`src/rtl/remap_scan_pkg.sv`:
```
package remap_scan_pkg;

  typedef enum logic {
    OP_CAPTURE = 1'b0,
    OP_SHIFT   = 1'b1
  } scan_op_e;

  localparam logic IDLE_RST  = 1'b0;
  localparam logic IDLE_CS_N = 1'b1;
  localparam logic IDLE_CFG  = 1'b0;
  localparam logic HEAD_FILL = 1'b0;

  function automatic logic cell_next(input logic cap, input logic sh,
                                     input logic par, input logic pred,
                                     input logic cur);
    logic nxt;
    nxt = cur;
    if (cap)     nxt = par;
    else if (sh) nxt = pred;
    return nxt;
  endfunction

  function automatic logic rise_of(input logic now, input logic prev);
    return now & ~prev;
  endfunction

endpackage

```
`src/rtl/scan_sync.sv`:
```
module scan_sync #(
  parameter int W      = 1,
  parameter int STAGES = 2
) (
  input  logic         clk,
  input  logic         rst_n,
  input  logic [W-1:0] d,
  output logic [W-1:0] q
);
  logic [W-1:0] stg [STAGES];

  always_ff @(posedge clk or negedge rst_n) begin
    if (!rst_n) begin
      for (int i = 0; i < STAGES; i++) stg[i] <= '0;
    end else begin
      stg[0] <= d;
      for (int i = 1; i < STAGES; i++) stg[i] <= stg[i-1];
    end
  end

  assign q = stg[STAGES-1];
endmodule

```
`src/rtl/scan_mode_latch.sv`:
```
module scan_mode_latch (
  input  logic clk,
  input  logic por_n,
  input  logic en_i,
  output logic mode_o
);
  logic mode_q;

  always_ff @(posedge clk or negedge por_n) begin
    if (!por_n) mode_q <= 1'b0;
    else        mode_q <= mode_q | en_i;
  end

  assign mode_o = mode_q;
endmodule

```
`src/rtl/scan_pin_remap.sv`:
```
module scan_pin_remap
  import remap_scan_pkg::*;
(
  input  logic scan_mode,
  input  logic pin_a,
  input  logic pin_b,
  input  logic pin_c,
  input  logic core_strobe,
  input  logic core_strobe_oe,
  input  logic chain_tail,
  output logic core_rst,
  output logic core_cs_n,
  output logic core_cfg,
  output logic pad_o,
  output logic pad_oe
);
  always_comb begin
    if (scan_mode) begin
      core_rst  = IDLE_RST;
      core_cs_n = IDLE_CS_N;
      core_cfg  = IDLE_CFG;
      pad_o     = chain_tail;
      pad_oe    = ~pin_c;
    end else begin
      core_rst  = pin_a;
      core_cs_n = pin_b;
      core_cfg  = pin_c;
      pad_o     = core_strobe;
      pad_oe    = core_strobe_oe;
    end
  end
endmodule

```
`src/rtl/scan_cell.sv`:
```
module scan_cell
  import remap_scan_pkg::*;
(
  input  logic clk,
  input  logic rst_n,
  input  logic cap_i,
  input  logic sh_i,
  input  logic par_i,
  input  logic pred_i,
  output logic q_o
);
  logic q;

  always_ff @(posedge clk or negedge rst_n) begin
    if (!rst_n) q <= 1'b0;
    else        q <= cell_next(cap_i, sh_i, par_i, pred_i, q);
  end

  assign q_o = q;
endmodule

```
`src/rtl/scan_chain.sv`:
```
module scan_chain
  import remap_scan_pkg::*;
#(
  parameter int N_SIG = 16,
  parameter int N_RSV = 2
) (
  input  logic                   clk,
  input  logic                   rst_n,
  input  logic                   cap_evt,
  input  logic                   sh_evt,
  input  logic [N_SIG-1:0]       probe,
  output logic [N_SIG+N_RSV-1:0] chain_q
);
  localparam int L = N_SIG + N_RSV;

  function automatic logic [L-1:0] capture_vec(input logic [N_SIG-1:0] p);
    return {p, {N_RSV{1'b0}}};
  endfunction

  logic [L-1:0] par_vec;
  assign par_vec = capture_vec(probe);

  for (genvar k = 0; k < L; k++) begin : g_cell
    logic pred;
    if (k == 0) begin : g_head
      assign pred = HEAD_FILL;
    end else begin : g_body
      assign pred = chain_q[k-1];
    end
    scan_cell u_cell (
      .clk    (clk),
      .rst_n  (rst_n),
      .cap_i  (cap_evt),
      .sh_i   (sh_evt),
      .par_i  (par_vec[k]),
      .pred_i (pred),
      .q_o    (chain_q[k])
    );
  end
endmodule

```
`src/rtl/remap_scan_top.sv`:
```
module remap_scan_top
  import remap_scan_pkg::*;
#(
  parameter int N_SIG       = 16,
  parameter int N_RSV       = 2,
  parameter int SYNC_STAGES = 2
) (
  input  logic             clk,
  input  logic             por_n,
  input  logic             scan_en_i,
  input  logic             shpin_a_i,
  input  logic             shpin_b_i,
  input  logic             shpin_c_i,
  input  logic [N_SIG-1:0] probe_i,
  input  logic             core_strobe_i,
  input  logic             core_strobe_oe_i,
  output logic             core_rst_o,
  output logic             core_cs_n_o,
  output logic             core_cfg_o,
  output logic             strobe_pad_o,
  output logic             strobe_pad_oe_o,
  output logic             scan_mode_o
);
  localparam int CHAIN_LEN = N_SIG + N_RSV;

  logic                 scan_mode;
  logic [1:0]           ctl_sync;
  logic                 sel_s;
  logic                 sck_s;
  logic                 sck_prev;
  logic                 sck_rise;
  logic                 cap_evt;
  logic                 sh_evt;
  logic [CHAIN_LEN-1:0] chain_q;
  logic                 chain_tail;

  scan_mode_latch u_mode (
    .clk    (clk),
    .por_n  (por_n),
    .en_i   (scan_en_i),
    .mode_o (scan_mode)
  );

  scan_sync #(.W(2), .STAGES(SYNC_STAGES)) u_sync (
    .clk   (clk),
    .rst_n (por_n),
    .d     ({shpin_a_i, shpin_b_i}),
    .q     (ctl_sync)
  );

  assign sel_s = ctl_sync[1];
  assign sck_s = ctl_sync[0];

  always_ff @(posedge clk or negedge por_n) begin
    if (!por_n) sck_prev <= 1'b0;
    else        sck_prev <= sck_s;
  end

  assign sck_rise = rise_of(sck_s, sck_prev);
  assign cap_evt  = scan_mode & sck_rise & (scan_op_e'(sel_s) == OP_CAPTURE);
  assign sh_evt   = scan_mode & sck_rise & (scan_op_e'(sel_s) == OP_SHIFT);

  scan_chain #(.N_SIG(N_SIG), .N_RSV(N_RSV)) u_chain (
    .clk     (clk),
    .rst_n   (por_n),
    .cap_evt (cap_evt),
    .sh_evt  (sh_evt),
    .probe   (probe_i),
    .chain_q (chain_q)
  );

  assign chain_tail = chain_q[CHAIN_LEN-1];

  scan_pin_remap u_remap (
    .scan_mode      (scan_mode),
    .pin_a          (shpin_a_i),
    .pin_b          (shpin_b_i),
    .pin_c          (shpin_c_i),
    .core_strobe    (core_strobe_i),
    .core_strobe_oe (core_strobe_oe_i),
    .chain_tail     (chain_tail),
    .core_rst       (core_rst_o),
    .core_cs_n      (core_cs_n_o),
    .core_cfg       (core_cfg_o),
    .pad_o          (strobe_pad_o),
    .pad_oe         (strobe_pad_oe_o)
  );

  assign scan_mode_o = scan_mode;
endmodule

```
`config.mk`:
```
export PLATFORM = sky130hd
export DESIGN_NAME = remap_scan_top
export DESIGN_NICKNAME = d
export VERILOG_FILES = /design/src/rtl/remap_scan_pkg.sv /design/src/rtl/scan_sync.sv /design/src/rtl/scan_mode_latch.sv /design/src/rtl/scan_pin_remap.sv /design/src/rtl/scan_cell.sv /design/src/rtl/scan_chain.sv /design/src/rtl/remap_scan_top.sv
export SDC_FILE = /design/constraint.sdc
export NUM_CORES = 1
export LEC_CHECK = 0
export BUFFER_PORTS_ARGS = -buffer_cell sky130_fd_sc_hd__buf_2
export CORE_ASPECT_RATIO = 1.4
export CORE_MARGIN = 3
export CORE_UTILIZATION = 50
export CTS_CLUSTER_DIAMETER = 100
export DETAILED_ROUTE_END_ITERATION = 16
export PLACE_DENSITY = 0.87
export SLEW_MARGIN = 5
export SYNTH_ARGS = -nofsm -noshare
export SYNTH_HDL_FRONTEND = slang
export SYNTH_SLANG_ARGS = --single-unit
export TNS_END_PERCENT = 10
```
`constraint.sdc`:
```
create_clock -name clk -period 1.6 [get_ports clk]
set_input_delay 0.4 -clock clk [delete_from_list [all_inputs] [get_ports clk]]
set_output_delay 0.4 -clock clk [all_outputs]
set_load 0.005 [all_outputs]
```
; Word-level counts from Yosys, hierarchy flattened
; Index checks and enable logic that the tools add are counted.
; Widths: inputs -> output; s select.
[word_totals]
ramBits = 0
mem_bits_ro = 0
reg_bits = 24
mem_count = 0
out_inout_bits = 6
latchBits = 0
elab_cells = 72
inputBits = 24
[op_classes]
n_bitwise = 8
eq_ne = 0
reduce_logical = 1
n_addsub = 0
multipliers = 0
order_cmp = 0
div = 0
mux = 41
shifts = 0
[ops]
columns = cell, n
row1 = $mux 1, 41
row2 = $and 1x1->1, 4
row3 = $not 1->1, 3
row4 = $reduce_bool 2->1, 1
row5 = $or 1x1->1, 1

; Longest topological paths before layout
[depth]
depth_word = 6
depth_mapped = 4
mapped_depth_nobuf = 2

; Cells and area by module
; A second synthesis with hierarchy kept.
[hier_totals]
hier_cells = 107
hier_area_um2 = 1167.4
[modules_own_cells]
columns = mod, area_each_um2, seq_area_each_um2, cells_each, instances
row1 = scan_cell, 43.8, 25.0, 4, 18
row2 = scan_chain, 131.4, 0.0, 18, 1
row3 = scan_sync, 115.1, 100.1, 6, 1
row4 = scan_pin_remap, 52.6, 0.0, 6, 1
row5 = remap_scan_top, 48.8, 25.0, 3, 1
row6 = scan_mode_latch, 31.3, 25.0, 2, 1

; Worst setup path after synthesis
; OpenSTA, ideal clock, no wires.
[synth_path]
path_type = reg-to-reg
startpoint = register u_mode.mode_q, in the netlist u_mode.mode_o
endpoint = register u_chain.g_cell[11].u_cell.q
n_path_buf = 2
required_ns = 1.475
arrival_time_ns = 1.183
setup_slack_ns = 0.292
synth_period_minus_slack_ns = 1.308
stages_incl_launch_ff = 5
setup_ns = 0.125
path_cell_list = dfrtp_1 and3b_1 buf_6 buf_12 mux2_4
[synth_between]
elab_chain_cells = 3
elab_cells_between_ends = 5
cone_classes = 1 x mux / 3 x bitwise / 1 x reduce/logical
[synth_lines]
columns = element, line_no
row1 = start: declaration, scan_mode_latch.sv:7  ; logic mode_q;
row2 = start signal: assignment, scan_mode_latch.sv:11  ; else mode_q <= mode_q | en_i;
row3 = $and 1x1->1 (*), "remap_scan_top.sv:60, remap_scan_top.sv:61"
row4 = "$and 1x1->1, on equally long branches", "remap_scan_top.sv:60, remap_scan_top.sv:61"
row5 = $mux 1 or $reduce_bool 2->1 (tied branches), --
row6 = end signal: assignment, scan_cell.sv:16  ; else q <= cell_next(cap_i, sh_i, par_i, pred_i, q);
row7 = end: declaration, scan_cell.sv:12  ; logic q;
; Every way passes the cells marked *; elsewhere a longest branch is shown, timed or not.
; A chain may end at the register's enable or synchronous reset.

; Final worst setup path
[layout_path]
startpoint = register u_mode.mode_q, in the netlist u_mode.mode_o
endpoint = output strobe_pad_o
[layout_between]
elab_chain_cells = 1
[layout_lines]
columns = element, line_no
row1 = $mux 1, scan_pin_remap.sv:18  ; if (scan_mode) begin
row2 = end: declaration, remap_scan_top.sv:20  ; output logic strobe_pad_o,
; Every way passes these cells.

==> metrics <==
diodes inserted=0; fin nets=123; Comb pwr share=22.0%; Worst-path clk slew=120 ps; hold_buf cts=0; total power=1.45 mW; CP Buf/Inv Count=1; Finished Layout Cells=119; IO Port Bufs=29; post-synth cell types=12; Slew @ Worst Pin=between 400 and 500 ps; cell family with most CP delay=flip-flops; Final Max Slew Viols=0; std cell rows=19; Net Switching=0.304 mW; Root Buffer=clkbuf_4; RSZ-0062 raised after global routing=true; R2R cell count=4; largest family of logic cells by synthesized area=multiplexers; DRT Pass-1 Iters=4; cell taking the most area after synthesis=dfrtp_1; grt ovf=0; Inst Count DP=114; Compound-Gate Fraction of Synth Area=less than 1%; H-tree levels=1; final hold vios=0; required time of the worst setup path=between 1000 and 1500 ps; Area Growth Syn to Fin=20.2%; Die Wd=44.9 um; Int Pwr=around 1.1 mW; CTS tree=built; Fin Clk Skew=3.74 ps; switching portion of total power=20.9%; proportion of synthesized area in mux cells=37.5%; Total GRT Usage=13.0%; clk_lat worst skew=300 ps; crit path max-delay cell type=dfrtp_2; CP Max Fanout=6; vias in the first global route=between 600 and 700; final worst path period need=1580 ps; first-pass GRT wire length=2570 um; crit end category=output port; Post-Synth Adder-Cell Area=0%; crit-path cells=mux2_4, buf_6; Die Ht=60.5 um; #FFs+latches synth=22; initial antenna violation count=0; Num CTS Buffers=3; largest net degree at the start of global routing=23; simple-gate share of the synthesized area=roughly 4.6%; clock share of power=28.2%; Power Density=1140 nW/um^2; Post-Syn Instances=66; net count after synthesis=90; setup ws final=20.7 ps; Lkg Pwr=0.617 nW; RD Place Congestion=between 0.7 and 0.8; pre-CTS setup slack=261 ps; DRC violations left=0; total wire length=1680 um; WL/cell=14.1 um; outcome=completed; slew margin rel.=between 60% and 70%; crit path DAT=1180 ps; final setup fails=0; Crit. path cell count=2; IO Pins=30; Crit path largest cell delay=460 ps; post-synth top area share=51.9%; initial DRC count=7; Tcrit/Tclk final=98.7%; post-synthesis xor/xnor area fraction=0%; Die ar.=approximately 2700 um^2; Vias per Instance=5.14; critical path class=flip-flop to output port; synthesis warning total=0; via count=~600; Max Root-Sink Buffers=2; Max-Cap Viols=0; Sequential Power Share=approximately 50%; Hold Path Class=input port to async pin; synth top area cells=dfrtp_1 (52%), mux2_2 (23%), mux2_4 (14%); Final Util=63.8%; share of cells above drive strength 1=between 70% and 80%; core box area=2000 um^2; post-route ant nets=0; initial core utilization=53.1%; Avg Cell Area, Syn=about 16 um^2; Sink Count=22; startpoint types=flip-flop; Peak VDD IR=0.804 mV; Seq/Total Area, Yosys=between 50% and 60%; Syn Std Cell Area=between 1000 and 1500 um^2; Fmax=0.633 GHz
worst paths after layout:
| check | start | end | slack [ps] |
|---|---|---|---|
| worst max-delay path | u_mode.mode_o$_DFF_PN0_ | strobe_pad_o | 20 |
| worst min register to register | u_sync.stg[3]$_DFF_PN0_ | u_sync.q[1]$_DFF_PN0_ | 360 |
| min in group clk | shpin_a_i | u_sync.stg[3]$_DFF_PN0_ | 210 |
| max in group asynchronous | por_n | u_mode.mode_o$_DFF_PN0_ | 1220 |
| worst min-delay path | por_n | u_sync.q[1]$_DFF_PN0_ | 40 |
| worst max register to register | u_mode.mode_o$_DFF_PN0_ | u_chain.g_cell[8].u_cell.q_o$_DFFE_PN0P_ | 180 |
power by group through the flow:
stage | clock [mW] | combinational (mW) | sequential (mW)
after floorplan | 0 | 0.244 | 0.716
after global placement | 0 | 0.296 | 0.728
after detailed placement | 0 | 0.307 | 0.737
after CTS | 0.422 | 0.311 | 0.726
after global routing | 0.441 | 0.349 | 0.740
final | 0.410 | 0.320 | 0.724
synth_stat cells:
library cell  number
a21oi_1            1
mux2_2            22
and3b_1            1
buf_8              1
nor2_1             1
and2b_2            1
or2_2              2
buf_12             1
dfrtp_1           22
buf_6              2
and2b_1            2
mux2_4            10
cell usage in the layout (no fill, tap or decap), drive strengths merged:
cell type   n
and3b       1
a21oi       1
or2         2
mux2       32
and2b       3
bufinv      1
nor2        1
buf        32
clkbuf      3
dfrtp      22
final cells by class:
type | count | area (um^2)
timing repair buffer | 32 | 184
clock inverter | 1 | 30.0
clock buffer | 3 | 22.5
sequential | 22 | 552
tap | 21 | 26.3
multi-input combinational | 40 | 459
fill | 157 | 723
per-stage QoR:
stage          hold slack, ps  instance area, um^2  TNS (ps)
6_report                 37.8                 1270         0
5_1_grt                  48.1                 1270     -69.8
4_1_cts                  45.3                 1260     -1.18
3_5_place_dp              335                 1200         0
3_3_place_gp              334                 1200         0
2_1_floorplan             104                 1060         0
sequential cells by signal (all words and copies together) (netlist names):
name	flops
sck_prev	1
u_mode.mode_o	1
u_sync.q	2
u_sync.stg	2
u_chain.g_cell.u_cell.q_o	16
per-layer routing:
metal | global-route usage, % | wire length (um) | vias to the layer above
met1 | 16.1 | 693 | 296
met4 | 6.28 | 35 | 0
li1 | - | - | 296
met3 | 1.78 | 74 | 4
met5 | 0 | 0 | -
met2 | 22.0 | 872 | 16
cells by family after synthesis:
family,after synthesis
AND/OR/NAND/NOR,7
buffers and inverters,4
multiplexers,32
flip-flops,22
AO/OA/AOI/OAI,1
repair_timing:
action | in CTS | in global routing
setup endpoints to repair | 2 | 3
hold endpoints to repair | 0 | 0
gates resized for setup | 1 | 5
setup buffers | 1 | 0
Power figures use the tool's default switching activity.
